--- config.mk ---
export PLATFORM = sky130hd
export DESIGN_NAME = sdram_te_top
export DESIGN_NICKNAME = d
export VERILOG_FILES = /design/src/rtl/sdram_te_pkg.sv /design/src/rtl/sdram_te_cfg_decode.sv /design/src/rtl/sdram_te_gap_timer.sv /design/src/rtl/sdram_te_bank_state.sv /design/src/rtl/sdram_te_rd_pipe.sv /design/src/rtl/sdram_te_top.sv
export SDC_FILE = /design/constraint.sdc
export NUM_CORES = 1
export LEC_CHECK = 0
export ABC_CLOCK_PERIOD_IN_PS = 2100
export BUFFER_PORTS_ARGS = -buffer_cell sky130_fd_sc_hd__buf_4
export CORE_AREA = 2 2 119 121
export CTS_BUF_LIST = sky130_fd_sc_hd__clkbuf_2 sky130_fd_sc_hd__clkbuf_4 sky130_fd_sc_hd__clkbuf_8
export CTS_CLUSTER_SIZE = 16
export DETAILED_ROUTE_END_ITERATION = 6
export DIE_AREA = 0 0 121 123
export GPL_ROUTABILITY_DRIVEN = 1
export SLEW_MARGIN = 5
export SYNTH_ARGS = -nofsm -noshare
export SYNTH_HDL_FRONTEND = slang
export SYNTH_HIERARCHICAL = 1
export SYNTH_SLANG_ARGS = --single-unit
--- constraint.sdc ---
create_clock -name clk -period 2.1 [get_ports clk]
set_input_delay 0.21 -clock clk [delete_from_list [all_inputs] [get_ports clk]]
set_output_delay 0.21 -clock clk [all_outputs]
set_load 0.01 [all_outputs]
--- src/rtl/sdram_te_pkg.sv ---
package sdram_te_pkg;

  localparam int FIELD_W = 3;
  localparam int MAX_CLK = 7;

  typedef enum logic [1:0] {
    CMD_ACT = 2'b00,
    CMD_RD  = 2'b01,
    CMD_WR  = 2'b10,
    CMD_PRE = 2'b11
  } sdram_cmd_e;

  // Spacing field to counter load value (spacing minus one); 000 counts as 7.
  function automatic logic [FIELD_W-1:0] gap_load(input logic [FIELD_W-1:0] fld);
    logic [FIELD_W-1:0] v;
    v = (fld == '0) ? FIELD_W'(MAX_CLK) : fld;
    return v - 1'b1;
  endfunction

  // CAS latency field to delay-line tap (latency minus one); 000/001 count as 7.
  function automatic logic [FIELD_W-1:0] cl_tap(input logic [FIELD_W-1:0] fld);
    logic [FIELD_W-1:0] v;
    v = (fld < FIELD_W'(2)) ? FIELD_W'(MAX_CLK) : fld;
    return v - 1'b1;
  endfunction

endpackage

--- src/rtl/sdram_te_cfg_decode.sv ---
module sdram_te_cfg_decode
  import sdram_te_pkg::*;
(
  input  logic [FIELD_W-1:0] cfg_ras,
  input  logic [FIELD_W-1:0] cfg_rp,
  input  logic [FIELD_W-1:0] cfg_rcd,
  input  logic [FIELD_W-1:0] cfg_dpl,
  input  logic [FIELD_W-1:0] cfg_cl,
  output logic [FIELD_W-1:0] ras_ld,
  output logic [FIELD_W-1:0] rp_ld,
  output logic [FIELD_W-1:0] rcd_ld,
  output logic [FIELD_W-1:0] dpl_ld,
  output logic [FIELD_W-1:0] cl_sel
);

  always_comb begin
    ras_ld = gap_load(cfg_ras);
    rp_ld  = gap_load(cfg_rp);
    rcd_ld = gap_load(cfg_rcd);
    dpl_ld = gap_load(cfg_dpl);
    cl_sel = cl_tap(cfg_cl);
  end

endmodule

--- src/rtl/sdram_te_gap_timer.sv ---
module sdram_te_gap_timer #(
  parameter int CNT_W = 3
) (
  input  logic             clk,
  input  logic             rst_n,
  input  logic             load_en,
  input  logic [CNT_W-1:0] load_val,
  output logic             busy
);

  logic [CNT_W-1:0] cnt_q, cnt_d;

  always_comb begin
    cnt_d = cnt_q;
    if (load_en)
      cnt_d = load_val;
    else if (cnt_q != '0)
      cnt_d = cnt_q - 1'b1;
  end

  always_ff @(posedge clk or negedge rst_n) begin
    if (!rst_n)
      cnt_q <= '0;
    else
      cnt_q <= cnt_d;
  end

  assign busy = (cnt_q != '0);

endmodule

--- src/rtl/sdram_te_bank_state.sv ---
module sdram_te_bank_state #(
  parameter int CNT_W = 3
) (
  input  logic             clk,
  input  logic             rst_n,
  input  logic             act_go,
  input  logic             wr_go,
  input  logic             pre_go,
  input  logic [CNT_W-1:0] ras_ld,
  input  logic [CNT_W-1:0] rp_ld,
  input  logic [CNT_W-1:0] rcd_ld,
  input  logic [CNT_W-1:0] dpl_ld,
  output logic             act_ok,
  output logic             col_ok,
  output logic             pre_ok,
  output logic             is_open
);

  logic ras_busy, rp_busy, rcd_busy, dpl_busy;
  logic open_q, open_d;

  sdram_te_gap_timer #(.CNT_W(CNT_W)) i_ras (
    .clk(clk), .rst_n(rst_n), .load_en(act_go), .load_val(ras_ld), .busy(ras_busy));
  sdram_te_gap_timer #(.CNT_W(CNT_W)) i_rcd (
    .clk(clk), .rst_n(rst_n), .load_en(act_go), .load_val(rcd_ld), .busy(rcd_busy));
  sdram_te_gap_timer #(.CNT_W(CNT_W)) i_rp (
    .clk(clk), .rst_n(rst_n), .load_en(pre_go), .load_val(rp_ld), .busy(rp_busy));
  sdram_te_gap_timer #(.CNT_W(CNT_W)) i_dpl (
    .clk(clk), .rst_n(rst_n), .load_en(wr_go), .load_val(dpl_ld), .busy(dpl_busy));

  always_comb begin
    open_d = open_q;
    if (act_go)
      open_d = 1'b1;
    else if (pre_go)
      open_d = 1'b0;
  end

  always_ff @(posedge clk or negedge rst_n) begin
    if (!rst_n)
      open_q <= 1'b0;
    else
      open_q <= open_d;
  end

  assign act_ok  = !rp_busy;
  assign col_ok  = !rcd_busy;
  assign pre_ok  = !ras_busy && !dpl_busy;
  assign is_open = open_q;

endmodule

--- src/rtl/sdram_te_rd_pipe.sv ---
module sdram_te_rd_pipe #(
  parameter int DEPTH = 7,
  localparam int SEL_W = $clog2(DEPTH)
) (
  input  logic             clk,
  input  logic             rst_n,
  input  logic             push,
  input  logic [SEL_W-1:0] tap_sel,
  output logic             valid_out
);

  logic [DEPTH-1:0] sr_q, sr_d;

  always_comb begin
    sr_d = {sr_q[DEPTH-2:0], push};
  end

  always_ff @(posedge clk or negedge rst_n) begin
    if (!rst_n)
      sr_q <= '0;
    else
      sr_q <= sr_d;
  end

  assign valid_out = sr_q[tap_sel];

endmodule

--- src/rtl/sdram_te_top.sv ---
module sdram_te_top
  import sdram_te_pkg::*;
#(
  parameter int NUM_BANKS = 4,
  localparam int BANK_W = (NUM_BANKS > 1) ? $clog2(NUM_BANKS) : 1
) (
  input  logic               clk,
  input  logic               rst_n,
  input  logic               req_valid,
  input  logic [1:0]         req_cmd,
  input  logic [BANK_W-1:0]  req_bank,
  input  logic [FIELD_W-1:0] cfg_ras,
  input  logic [FIELD_W-1:0] cfg_rp,
  input  logic [FIELD_W-1:0] cfg_rcd,
  input  logic [FIELD_W-1:0] cfg_dpl,
  input  logic [FIELD_W-1:0] cfg_cl,
  output logic               cmd_issue,
  output logic               stall,
  output logic               rd_valid,
  output logic               proto_err
);

  // Reset: asserted asynchronously, released after two clock edges.
  logic rst_meta_q, rst_sync_n;

  always_ff @(posedge clk or negedge rst_n) begin
    if (!rst_n) begin
      rst_meta_q <= 1'b0;
      rst_sync_n <= 1'b0;
    end else begin
      rst_meta_q <= 1'b1;
      rst_sync_n <= rst_meta_q;
    end
  end

  logic [FIELD_W-1:0] ras_ld, rp_ld, rcd_ld, dpl_ld, cl_sel;

  sdram_te_cfg_decode i_dec (
    .cfg_ras(cfg_ras), .cfg_rp(cfg_rp), .cfg_rcd(cfg_rcd), .cfg_dpl(cfg_dpl),
    .cfg_cl(cfg_cl), .ras_ld(ras_ld), .rp_ld(rp_ld), .rcd_ld(rcd_ld),
    .dpl_ld(dpl_ld), .cl_sel(cl_sel));

  sdram_cmd_e cmd;
  assign cmd = sdram_cmd_e'(req_cmd);

  logic [NUM_BANKS-1:0] act_ok_v, col_ok_v, pre_ok_v, open_v;
  logic [NUM_BANKS-1:0] act_go_v, wr_go_v, pre_go_v;
  logic act_pend_q, act_pend_d;
  logic blocked, err;
  logic issue_act, issue_rd, issue_wr, issue_pre;

  // Constraint selection for the addressed bank.
  always_comb begin
    err     = req_valid && (cmd == CMD_ACT) && open_v[req_bank];
    blocked = 1'b0;
    unique case (cmd)
      CMD_ACT:        blocked = !act_ok_v[req_bank] || act_pend_q;
      CMD_RD, CMD_WR: blocked = !col_ok_v[req_bank];
      CMD_PRE:        blocked = !pre_ok_v[req_bank];
      default:        blocked = 1'b1;
    endcase
  end

  assign proto_err = err;
  assign stall     = req_valid && !err && blocked;
  assign cmd_issue = req_valid && !err && !blocked;

  assign issue_act = cmd_issue && (cmd == CMD_ACT);
  assign issue_rd  = cmd_issue && (cmd == CMD_RD);
  assign issue_wr  = cmd_issue && (cmd == CMD_WR);
  assign issue_pre = cmd_issue && (cmd == CMD_PRE);

  // Activate pairing guard: set by an activate, cleared by a column command.
  always_comb begin
    act_pend_d = act_pend_q;
    if (issue_act)
      act_pend_d = 1'b1;
    else if (issue_rd || issue_wr)
      act_pend_d = 1'b0;
  end

  always_ff @(posedge clk or negedge rst_sync_n) begin
    if (!rst_sync_n)
      act_pend_q <= 1'b0;
    else
      act_pend_q <= act_pend_d;
  end

  for (genvar gb = 0; gb < NUM_BANKS; gb++) begin : g_bank
    logic hit;
    assign hit          = (req_bank == BANK_W'(gb));
    assign act_go_v[gb] = issue_act && hit;
    assign wr_go_v[gb]  = issue_wr  && hit;
    assign pre_go_v[gb] = issue_pre && hit;

    sdram_te_bank_state #(.CNT_W(FIELD_W)) i_bank (
      .clk(clk), .rst_n(rst_sync_n),
      .act_go(act_go_v[gb]), .wr_go(wr_go_v[gb]), .pre_go(pre_go_v[gb]),
      .ras_ld(ras_ld), .rp_ld(rp_ld), .rcd_ld(rcd_ld), .dpl_ld(dpl_ld),
      .act_ok(act_ok_v[gb]), .col_ok(col_ok_v[gb]), .pre_ok(pre_ok_v[gb]),
      .is_open(open_v[gb]));
  end

  sdram_te_rd_pipe #(.DEPTH(MAX_CLK)) i_rdp (
    .clk(clk), .rst_n(rst_sync_n), .push(issue_rd),
    .tap_sel(cl_sel), .valid_out(rd_valid));

endmodule

==> flow_summary_export.csv <==
group,metric,value,unit
worst_setup_path,reg2reg_from,"g_bank[0].i_bank/i_dpl/cnt_q[0]$_DFFE_PN0P_",
synth,synth_fp_nets,523,
floorplanning,core_region_area,13600,um2
finish,layout_common_cells,"183 x sky130_fd_sc_hd__buf_4, 61 x sky130_fd_sc_hd__dfrtp_1, 56 x sky130_fd_sc_hd__inv_1",
global_route,globalRouteTotalUtil,0.170,
power_and_ir_drop,leakage,3.31,nW
power_and_ir_drop,peakVddDrop,519,uV
synth,synth_compound_area_frac,0.111,
sta,final.setup.tns,-15.52,ns
routing,viasPerCell,4.93,
routing,met3_wirelength,348,um
placement,place.gp.congestion,0.823,
sta,maxSlewHeadroom,0.503,
global_route,grt_max_degree,47,
sta,timing.final.crit_period,2.52,ns
synth,synthDistinctLibCells,40,
run_status,failed_checks,"setup timing",
worst_setup_path,crit_path_start,"g_bank[0].i_bank/i_dpl/cnt_q[0]$_DFFE_PN0P_",
finish,layout.nets,734,
sta,grt_setup_unrepaired,"true",
sta,max_slew.worst_pin.slew,0.725,ns
finish,post_route_cells_drive_above_1_share,0.557,
worst_setup_path,timing_worst_setup_path_type,"reg -> reg",
finish,most_frequent_standard_cell_in_the_layout_excluding_fill_and_tap_cells,"sky130_fd_sc_hd__buf_4",
synth,synth_fa_ha_area_frac,0.120,
placement,dp_worst_setup_slack,-0.628,ns
finish,layout.core_utilization,0.529,
global_route,grt_pass1_wl,20.2,mm
worst_setup_path,cp_max_fo,7,
floorplanning,starting_density,0.322,
worst_setup_path,timing.critical_path.required,2.32,ns
synth,syn-mean-instance-area,9.54,um2
floorplanning,boundaryPins,26,
synth,ys_seq_elements,62,
clock_tree,cts_tree,"built",
sta,hold_viol_final,0,
synth,synth_warnings,6,
clock_tree,numCtsBuffers,9,
synth,post_synth_xor_area_fraction,0.00400,
routing,drt-total-wl,12.6,mm
run_status,outcome,"complete, but fails checks",
routing,remaining_drc_errors,0,
synth,number_of_instances_in_the_synthesized_netlist,459,
floorplanning,placement_rows,43,
clock_tree,sink_count_of_the_clock_tree,62,
synth,ffs_w_async_s_r_synth,1.00,
routing,routedLengthMet1,5.38,mm
clock_tree,max-clock-path-buffers,2,
finish,syn2layout_area_growth,64.5,%
worst_setup_path,crit-reg2reg-capture,"g_bank[0].i_bank/i_rp/cnt_q[1]$_DFFE_PN0P_",
clock_tree,clk_pin_slew_worst_paths,0.07,ns
synth,synth.top_cells.by_area,"sky130_fd_sc_hd__dfrtp_1 35%, sky130_fd_sc_hd__ha_1 12%, sky130_fd_sc_hd__inv_1 8.1%",
synth,synth_largest_area_cell,"sky130_fd_sc_hd__dfrtp_1",
routing,vias,4200,
synth,post_synth_and_or_nand_nor_area_fraction,0.283,
synth,mapped_area,4380,um2
synth,synth_top_cell_area_share,0.354,
synth,synth_mux_area_frac,0.0377,
routing,drc_marker_count_from_the_first_detailed_route_iteration,216,
flow_run,max_cap_violations,0,
placement,dp_hpwl,7.89,mm
placement,place.port_buffers,25,
routing,wl_met2,6.58,mm
worst_hold_path,hold_path.class,"in -> async",
synth,synth_top_family_by_area,"simple AND/OR/NAND/NOR gates",
global_route,antenna_found_initial,0,
sta,setup_viol,54,
clock_tree,root_buffer_cell,"sky130_fd_sc_hd__clkbuf_8",
worst_setup_path,cp.arrival,2.74,ns
routing,highest-signal-layer,"met4",
clock_tree,clock_tree.htree_level_count,3,
global_route,number_of_global_route_vias_before_repair,4383,
synth,synth_sequential_area_ratio,0.354,
worst_setup_path,r2r_worst_path_depth,13,
sta,fin_skew,0.00750,ns
power_and_ir_drop,power_density,1250,nW/um2
global_route,globalRoute.totalOverflow,0,
sta,finalMaxSlewViolations,0,
routing,drt_pass1_iterations,6,
worst_setup_path,endpoint_kind,"flop",
sta,setup_ws,-0.424,ns
routing,wl_per_cell,14.8,um
floorplanning,dieWidth,121,um
sta,maxClockFrequency,396,MHz
worst_setup_path,cp-endpoint,"g_bank[0].i_bank/i_rp/cnt_q[1]$_DFFE_PN0P_",
floorplanning,die_height,123,um
worst_setup_path,critical_path.startpoint_type,"flop",
finish,antenna-diode-count,0,
synth,synth_flop_cell,"sky130_fd_sc_hd__dfrtp_1",
routing,count_of_antenna_violating_nets_left_after_detailed_routing,0,
worst_setup_path,ff2ff_setup_slack,-0.42,ns
power_and_ir_drop,p_total,8.99,mW
floorplanning,dieArea,14900,um2
clock_tree,worst_skew_pair.late_latency,0.34,ns
synth,number_of_enable_type_register_cells_in_the_synthesized_netlist,0,
sta,layout_worst_path_cycle_share,1.20,
[synth_stat cells (4+ instances only)]
cell and number:
sky130_fd_sc_hd__a21o_1 4, sky130_fd_sc_hd__a221oi_1 16, sky130_fd_sc_hd__a311oi_1 16, sky130_fd_sc_hd__a31oi_1 16, sky130_fd_sc_hd__dfrtp_1 62, sky130_fd_sc_hd__ha_1 42, sky130_fd_sc_hd__inv_1 94, sky130_fd_sc_hd__mux2i_1 6
sky130_fd_sc_hd__nand2_1 8, sky130_fd_sc_hd__nand2b_1 32, sky130_fd_sc_hd__nor2_1 19, sky130_fd_sc_hd__nor2b_1 52, sky130_fd_sc_hd__nor3_2 8, sky130_fd_sc_hd__nor4b_1 32, sky130_fd_sc_hd__or3b_1 16
[routing by layer]
| layer | global-route usage | up-vias |
|---|---|---|
| met2 | 0.306 | 65 |
| met4 | 0.0589 | 0 |
| met5 | 0 | - |
| met3 | 0.0304 | 25 |
| li1 | - | 2012 |
| met1 | 0.203 | 2098 |
[cell type report]
class | count | area, um2
clock buffer | 11 | 151
clock inverter | 2 | 10.0
fill | 1159 | 6410
inverter | 94 | 353
multi-input combinational | 299 | 3260
sequential | 62 | 1550
tap | 180 | 225
timing repair buffer | 204 | 1650
[how the worst min path moves through the flow]
stage,start,end,slack (ns)
after detailed placement,rst_n,rst_meta_q$_DFF_PN0_,-0.006
after floorplan,rst_n,rst_meta_q$_DFF_PN0_,-0.09
final,rst_n,rst_sync_n$_DFF_PN0_,0.18
after CTS,rst_n,rst_sync_n$_DFF_PN0_,0.17
after global routing,rst_n,rst_sync_n$_DFF_PN0_,0.18
after global placement,rst_n,rst_meta_q$_DFF_PN0_,-0.006
[sequential cells by signal, indices dropped and copies added (netlist names)]
register,flops
g_bank.i_bank/i_ras/cnt_q,12
i_rdp/sr_q,7
act_pend_q,1
g_bank.i_bank/i_rcd/cnt_q,12
g_bank.i_bank/is_open,4
g_bank.i_bank/i_dpl/cnt_q,12
rst_sync_n,1
rst_meta_q,1
g_bank.i_bank/i_rp/cnt_q,12
[per-stage QoR]
step                      cells  area, um2  hold slack (ns)
after global placement      766       5640         -0.00645
after floorplan             459       4430          -0.0856
after detailed placement    766       5640         -0.00569
after CTS                   829       6610            0.174
final                       852       7200            0.184
after global routing        852       7200            0.179
[critical path: stages (launching register included)]
cell,delay (ns)
sky130_fd_sc_hd__dfrtp_1,0.39
sky130_fd_sc_hd__inv_2,0.07
sky130_fd_sc_hd__ha_4,0.17
sky130_fd_sc_hd__nand2b_4,0.08
sky130_fd_sc_hd__nor2_1,0.05
sky130_fd_sc_hd__mux4_2,0.49
sky130_fd_sc_hd__nor2b_4,0.14
sky130_fd_sc_hd__o31a_4,0.16
sky130_fd_sc_hd__buf_6,0.13
sky130_fd_sc_hd__buf_6,0.10
sky130_fd_sc_hd__nor3_4,0.03
sky130_fd_sc_hd__buf_6,0.14
sky130_fd_sc_hd__nor4b_1,0.39
sky130_fd_sc_hd__a311oi_2,0.06
[where the power goes]
part / internal (mW) / leakage, nW / switching [mW]
Clock: 0.469 / 0.0869 / 0.464
Combinational: 3.60 / 2.48 / 2.35
Sequential: 1.75 / 0.746 / 0.363
Total: 5.82 / 3.31 / 3.17
[cells by family (layout without fill, tap and decap cells)]
| kind of cell | after synthesis | in the layout |
|---|---|---|
| xor+xnor | 2 | 2 |
| buf+inv | 98 | 311 |
| mux | 11 | 11 |
| compound gates | 62 | 62 |
| simple gates | 181 | 181 |
| flops | 62 | 62 |
| other cells | 1 | 1 |
| fa+ha+maj | 42 | 42 |
[what timing repair did]
action | 4_1_cts | 5_1_grt
hold buffers | 1 | 0
pin swaps | 34 | 16
gates cloned | 0 | 1
buffers inserted | 49 | 23
endpoints found under the setup margin | 56 | 54
endpoints found under the hold margin | 2 | 0
gates resized for setup | 109 | 77
No activity file was read; power rests on OpenSTA's default activity.
